`config.mk`:
```
export PLATFORM = sky130hd
export DESIGN_NAME = vec_irq_ctrl
export DESIGN_NICKNAME = d
export VERILOG_FILES = /design/src/rtl/vec_irq_ctrl.sv
export SDC_FILE = /design/constraint.sdc
export NUM_CORES = 1
export LEC_CHECK = 0
export BUFFER_PORTS_ARGS = -buffer_cell sky130_fd_sc_hd__buf_2
export CORE_UTILIZATION = 60
export DETAILED_ROUTE_END_ITERATION = 6
export PLACE_DENSITY = 0.78
export RECOVER_POWER = 25
export SLEW_MARGIN = 20
export SYNTH_ARGS = -nofsm -noshare
export SYNTH_HDL_FRONTEND = slang
export SYNTH_SLANG_ARGS = --single-unit
```
`constraint.sdc`:
```
create_clock -name clk -period 66.1 [get_ports clk]
set_input_delay 3.305 -clock clk [delete_from_list [all_inputs] [get_ports clk]]
set_output_delay 3.305 -clock clk [all_outputs]
set_load 0.02 [all_outputs]
```
`src/rtl/vec_irq_ctrl.sv`:
```
module vec_irq_ctrl #(
  parameter int NSRC   = 32,
  parameter int LVLW   = 4,
  parameter int RSW    = 6,
  parameter int VECW   = 32,
  parameter int VSPACE = 32,
  localparam int IDW    = $clog2(NSRC),
  localparam int AW     = $clog2(NSRC + 1),
  localparam int VSHIFT = $clog2(VSPACE)
) (
  input  logic            clk,
  input  logic            rst_n,
  input  logic [NSRC-1:0] irq_in,
  input  logic [LVLW-1:0] cur_lvl,
  input  logic            irq_ack,
  input  logic            cfg_we,
  input  logic [AW-1:0]   cfg_addr,
  input  logic [VECW-1:0] cfg_wdata,
  output logic [VECW-1:0] cfg_rdata,
  output logic            irq_req,
  output logic [VECW-1:0] irq_vec,
  output logic [RSW-1:0]  irq_rs,
  output logic [LVLW-1:0] irq_lvl,
  output logic            irq_nmi
);
  localparam int LPOS = 2;
  localparam int RPOS = 2 + LVLW;

  logic [NSRC-1:0] en_q, nmi_q;
  logic [LVLW-1:0] lvl_q [NSRC];
  logic [RSW-1:0]  rs_q  [NSRC];
  logic [VECW-1:0] base_q;

  wire            src_hit = (cfg_addr != '0) && (cfg_addr <= AW'(NSRC));
  wire [IDW-1:0]  src_sel = IDW'(cfg_addr - AW'(1));

  always_ff @(posedge clk or negedge rst_n) begin
    if (!rst_n) begin
      en_q   <= '0;
      nmi_q  <= '0;
      base_q <= '0;
      for (int i = 0; i < NSRC; i++) begin
        lvl_q[i] <= '0;
        rs_q[i]  <= '0;
      end
    end else if (cfg_we) begin
      if (cfg_addr == '0) base_q <= cfg_wdata;
      else if (src_hit) begin
        en_q[src_sel]  <= cfg_wdata[0];
        nmi_q[src_sel] <= cfg_wdata[1];
        lvl_q[src_sel] <= cfg_wdata[LPOS +: LVLW];
        rs_q[src_sel]  <= cfg_wdata[RPOS +: RSW];
      end
    end
  end

  always_comb begin
    cfg_rdata = '0;
    if (cfg_addr == '0) cfg_rdata = base_q;
    else if (src_hit) begin
      cfg_rdata[0]             = en_q[src_sel];
      cfg_rdata[1]             = nmi_q[src_sel];
      cfg_rdata[LPOS +: LVLW]  = lvl_q[src_sel];
      cfg_rdata[RPOS +: RSW]   = rs_q[src_sel];
    end
  end

  logic            win_hit, win_nmi;
  logic [LVLW-1:0] win_lvl;
  logic [IDW-1:0]  win_id;

  always_comb begin
    win_hit = 1'b0;
    win_nmi = 1'b0;
    win_lvl = '0;
    win_id  = '0;
    for (int i = 0; i < NSRC; i++) begin
      if (irq_in[i] && en_q[i] && (nmi_q[i] || lvl_q[i] > cur_lvl)) begin
        if (!win_hit || {nmi_q[i], lvl_q[i]} > {win_nmi, win_lvl}) begin
          win_hit = 1'b1;
          win_nmi = nmi_q[i];
          win_lvl = lvl_q[i];
          win_id  = IDW'(i);
        end
      end
    end
  end

  always_ff @(posedge clk or negedge rst_n) begin
    if (!rst_n) begin
      irq_req <= 1'b0;
      irq_vec <= '0;
      irq_rs  <= '0;
      irq_lvl <= '0;
      irq_nmi <= 1'b0;
    end else if (irq_req) begin
      if (irq_ack) irq_req <= 1'b0;
    end else if (win_hit) begin
      irq_req <= 1'b1;
      irq_vec <= base_q + (VECW'(win_id) << VSHIFT);
      irq_rs  <= rs_q[win_id];
      irq_lvl <= win_lvl;
      irq_nmi <= win_nmi;
    end
  end
endmodule


```
Word-level counts from Yosys, hierarchy flattened
Cells that the tools add are included.
{ "totals": {"ff_bits": 460, "inputBits": 78, "out_inout_bits": 76} }
{ "classes": {"addsub": 2, "order_cmp": 69, "n_mux": 280, "bitwise_logic": 4, "reduce_logical": 166} }
{ "op_table": {"columns": ["op", "n"], "rows": [
  ["$mux W5", 60],
  ["$mux W4", 66],
  ["$bwmux W192", 1],
  ["$gt A5 B5 Y1", 31],
  ["$mux W1", 134],
  ["$bwmux W128", 1],
  ["$gt A4 B4 Y1", 32],
  ["$logic_and A1 B1 Y1", 67],
  ["$bwmux W32", 2],
  ["$logic_or A1 B1 Y1", 63],
  ["$bmux W6 S5", 2],
  ["$add A32 B10 Y32", 1],
  ["$logic_not A1 Y1", 31],
  ["$demux W6 S5", 1],
  ["$mux W6", 5],
  ["$mux W12", 2],
  ["$bmux W4 S5", 1],
  ["$demux W4 S5", 1],
  ["$mux W20", 1],
  ["$ge A6 B6 Y1 const B", 2],
  ["$not A5 Y6", 2],
  ["$bmux W1 S5", 2],
  ["$le A6 B6 Y1 const B", 1],
  ["$logic_not A6 Y1", 1],
  ["9 further kinds", 11]
]} }

Longest topological paths before layout
{ "depth": {"word_depth": 132, "ltp_mapped": 328, "depth_no_buf": 310} }

Least setup slack after synthesis
OpenSTA, ideal clock, no wires.
{ "synth_path": {"kind": "input-to-reg", "startpoint": "in cur_lvl[3]", "endpoint": "reg irq_vec[31]", "t_arrival_ps": 58387, "required_time_ps": 65965, "slack_ps": 7579, "cell_stages": 301, "path_buffers": 19, "path_cell_list": "inv_1 > ha_1 > nand2_1 > o311ai_4 > a21oi_2 > nand2_1 > ha_1 > nand4_1 > o221ai_1 > o21ai_1 > a21oi_1 > a32o_1 > inv_1 > ha_1 > nor2b_1 > o211a_1 > a2111oi_1 > a2bb2oi_1 > [... 265 more ...] > nor2_1 > inv_1 > o21ai_0 > a21oi_2 > inv_1 > ha_1 > fa_1 > a21o_1 > a21oi_1 > nor2b_1 > o21a_1 > and2_1 > nand4_1 > nor2_1 > and2_1 > nand4_1 > xor2_1 > o21ai_0"} }
{ "synth_between": {"elab_chain_len": 129, "word_cells_on_any_way": 438} }
{ "synth_rtl": {"columns": ["item", "line_no", "rtl"], "rows": [
  ["from (decl)", "14", "input logic [LVLW-1:0] cur_lvl,"],
  ["$gt A4 B4 Y1", "78", "if (irq_in[i] && en_q[i] && (nmi_q[i] || lvl_q[i] > cur_lvl)) begin"],
  ["$logic_or A1 B1 Y1", "78", null],
  ["$logic_and A1 B1 Y1", "78", null],
  ["$mux W4 or $mux W1 (tied branches)", "78", null],
  ["$gt A5 B5 Y1 or $logic_not A1 Y1 (tied branches)", "79", "if (!win_hit || {nmi_q[i], lvl_q[i]} > {win_nmi, win_lvl}) begin"],
  ["$logic_or A1 B1 Y1", "79", null],
  ["$mux W4 or $mux W1 (tied branches)", "79", null],
  ["$mux W4 or $mux W1 (tied branches)", "78", null],
  ["[... 113 more ...]", null, null],
  ["$logic_or A1 B1 Y1", "79", null],
  ["$mux W4 or $mux W1 (tied branches)", "79", null],
  ["$mux W4 or $mux W1 (tied branches)", "78", null],
  ["$gt A5 B5 Y1 or $logic_not A1 Y1 (tied branches)", "79", null],
  ["$logic_or A1 B1 Y1", "79", null],
  ["$mux W5 or $mux W1 (tied branches)", "79", null],
  ["$mux W5 or $mux W1 (tied branches)", "78", null],
  ["$add A32 B10 Y32 or $reduce_and A2 Y1 (tied branches)", null, null],
  ["to (signal assigned)", "100", "irq_vec <= base_q + (VECW'(win_id) << VSHIFT);"],
  ["to (decl)", "21", "output logic [VECW-1:0] irq_vec,"]
]} }
Several ways; a longest one is shown, not always the timed one.
A chain may end at the register's enable or synchronous reset.

Worst setup path in the final report
{ "layout_path": {"startpoint": "in cur_lvl[2]", "endpoint": "reg irq_vec[31]"} }
The elaborated chain is that of the path after synthesis.

==> impl_metrics.env <==
export IMPL_ios=154
export IMPL_synthCells=3486
export IMPL_clk_latency_ns=0.61
export IMPL_drt_wirelength_per_cell_um=25.6
export IMPL_crit_path_start_kind="input port"
export IMPL_overflow=0
export IMPL_final_period_utilization=0.938
export IMPL_start_util=0.612
export IMPL_dp_hpwl_mm=78.8
export IMPL_ys_seq_area_frac=0.330
export IMPL_area_delta_synth_final_pct=9.07
export IMPL_num_rows=87
export IMPL_layout_common_cells="460 x dfrtp_1, 419 x mux2_2, 311 x nand2_1"
export IMPL_p_clk_frac=0.149
export IMPL_port_buffer_count=153
export IMPL_fin_crit_ns=61.97
export IMPL_p_switching_w=0.000911
export IMPL_grt_pass1_wl_mm=172
export IMPL_synth_seq_cells=460
export IMPL_rr_worst_depth=290
export IMPL_ys_flop_type="dfrtp_1"
export IMPL_synth_cell_area_um2=34900
export IMPL_grt_total_usage=0.372
export IMPL_synth_edf_count=0
export IMPL_grt_pass1_vias=28900
export IMPL_routed_via_density=6.93
export IMPL_cap_violations=3
export IMPL_clockBufferDepth=3
export IMPL_netSwitchingFraction=0.487
export IMPL_timing_hold_violations_final=0
export IMPL_power_density_nw_per_um2=49.2
export IMPL_status="finished, violations left"
export IMPL_setup_viol=0
export IMPL_final_util=0.668
export IMPL_violations="capacitance limit, slew limit"
export IMPL_critPathCaptureType="flop"
export IMPL_cts_max_level=2
export IMPL_peakVddDrop_v=0.0000383
export IMPL_min_delay_path_depth=2
export IMPL_core_um2=56900
export IMPL_clock_sinks=460
export IMPL_antenna_left=0
export IMPL_path_common_cell="ha_1"
export IMPL_grt_antenna_before_repair=3
export IMPL_cts_buffers=48
export IMPL_finalWeightedCongestion=0.990
export IMPL_die_w_um=243
export IMPL_synthDistinctLibCells=115
export IMPL_synth_nets=3816
export IMPL_max_slew_margin=-3.40
export IMPL_fmax_mhz=16.1
export IMPL_p_int_w=0.000961
export IMPL_worstSetupPathType="input port to flop"
export IMPL_crit_required_ns=66.55
export IMPL_total_power_w=0.00187
export IMPL_synth_async_reset_ratio=1.00
export IMPL_die_area_um2=59100
export IMPL_drive_gt1_frac=0.253
export IMPL_worst_clock_skew_ns=0.0254
export IMPL_die_h_um=243
export IMPL_vias=30100
export IMPL_remaining_drc_errors=0
export IMPL_grt_max_degree=122
export IMPL_wl_mm=111
export IMPL_power_frac_comb=0.632
export IMPL_power_leakage_nw=17.5
export IMPL_arrival_ns=62.42
export IMPL_drv_slew=246
export IMPL_final_common_cell="dfrtp_1"
export IMPL_drt_iter0_markers=3461
export IMPL_cts_clk_slew_worst_paths_ns=0.06
export IMPL_cts_tree="yes"
export IMPL_path_max_fanout=37
export IMPL_tightest_slew_ns=6.60
export IMPL_first_pass_iters=6
export IMPL_hp_class="flop to flop"
export IMPL_clock_root_buffer="clkbuf_16"
export IMPL_cpPeakStageDelay_ns=0.56
export IMPL_fill_cells=4355
export IMPL_cts_hold_buf=0
export IMPL_pwr_share_seq=0.220
export IMPL_yosysWarnings=0
export IMPL_layout_nets=3877
export IMPL_avgSynthCellArea_um2=10.0
export IMPL_slowest_stage="a221o_2"
[cell usage after synthesis, types with 21 or more instances]
cell / n / area share
nand3_1: 54 / 0.0078
ha_1: 251 / 0.090
mux4_2: 96 / 0.062
xnor2_1: 41 / 0.010
nor3_1: 58 / 0.0083
nand2_1: 312 / 0.034
xor2_1: 24 / 0.0060
a21oi_1: 149 / 0.021
nor2b_1: 50 / 0.0090
buf_1: 21 / 0.0023
o21a_1: 30 / 0.0065
and3_1: 38 / 0.0068
nor2_1: 181 / 0.019
o31ai_1: 27 / 0.0058
o221ai_1: 22 / 0.0055
o21ai_0: 171 / 0.025
clkbuf_1: 148 / 0.016
o211a_1: 25 / 0.0072
o22ai_1: 29 / 0.0052
dfrtp_1: 460 / 0.33
nor4_1: 24 / 0.0043
mux2_2: 419 / 0.14
a211oi_1: 65 / 0.014
and2_1: 44 / 0.0079
a21o_1: 28 / 0.0060
o21ai_1: 24 / 0.0034
nand2b_1: 51 / 0.0092
inv_1: 152 / 0.016
o211ai_1: 41 / 0.0088
mux2i_1: 50 / 0.014
a31oi_1: 30 / 0.0054
[worst max-delay path, delay by kind of cell]
kind / cells / cell delay, ns
AO/OA/AOI/OAI: 131 / 27.31
XOR/XNOR: 1 / 0.14
adder cells (fa/ha/maj): 37 / 10.76
buffers and inverters: 28 / 3.27
multiplexers: 18 / 5.32
AND/OR/NAND/NOR: 78 / 12.19
[cell families after synthesis]
group,count (synthesis),synth area share
xor+xnor,66,0.0168
fa+ha+maj,259,0.0927
flops,460,0.330
buf+inv,349,0.0403
mux,575,0.216
compound gates,854,0.174
simple gates,923,0.130
[power by group through the flow]
stage	registers [W]	logic, W	clock network (W)
floorplan	0.000394	0.000844	0
global placement	0.000409	0.00111	0
detailed placement	0.000412	0.00112	0
CTS	0.000408	0.00113	0.000277
global route	0.000417	0.00128	0.000290
finish	0.000412	0.00118	0.000278
[layout make-up]
cell class	count	area, um^2	share of cell area
flip-flops and latches	460	11500	0.303
clock buffers	72	1430	0.0377
diodes	3	7.51	0.000197
multi-input cells	2677	22200	0.584
well taps	756	946	0.0249
repair buffers	207	1170	0.0307
clock inverters	16	164	0.00431
inverters	153	574	0.0151
[metrics by stage]
step	setup WS (ns)	hold slack (ns)	instance area, um^2	std cells	setup TNS [ns]
CTS	1.21	0.473	37800	4329	0
global placement	2.15	0.455	36200	4241	0
floorplan	7.58	0.450	34900	3486	0
global route	-0.0718	0.507	38000	4343	-0.177
finish	4.13	0.468	38000	4344	0
detailed placement	0.775	0.457	36200	4241	0
[metal layers]
metal | global-route usage | part of all wire | up-vias
li1 | - | - | 13200
met1 | 0.501 | 0.40 | 14800
met2 | 0.561 | 0.44 | 1733
met3 | 0.0985 | 0.11 | 344
met4 | 0.166 | 0.048 | 2
met5 | 0 | 0.000081 | -
[flip-flops by register name (all words and copies together), names as in the netlist]
register and count:
rs_q 192, lvl_q 128, base_q 32, en_q 32, irq_vec 32, nmi_q 32
irq_rs 6, irq_lvl 4, irq_nmi 1, irq_req 1
[worst paths after layout]
check | from | to | slack (ns)
worst max-delay path | cur_lvl[2] | irq_vec[31] | 4.13
worst max register to register | lvl_q[127] | irq_vec[31] | 6.73
worst min-delay path | irq_vec[3] | irq_vec[3] | 0.47
min in group asynchronous | rst_n | irq_vec[21] | 5.16
max in group asynchronous | rst_n | en_q[3] | 55.03
worst min register to register | irq_vec[3] | irq_vec[3] | 0.47
[what timing repair did]
action,CTS,global route
endpoints found under the setup margin,0,38
setup buffers,0,12
gates resized for setup,0,40
(Power assumes the default switching activity.)
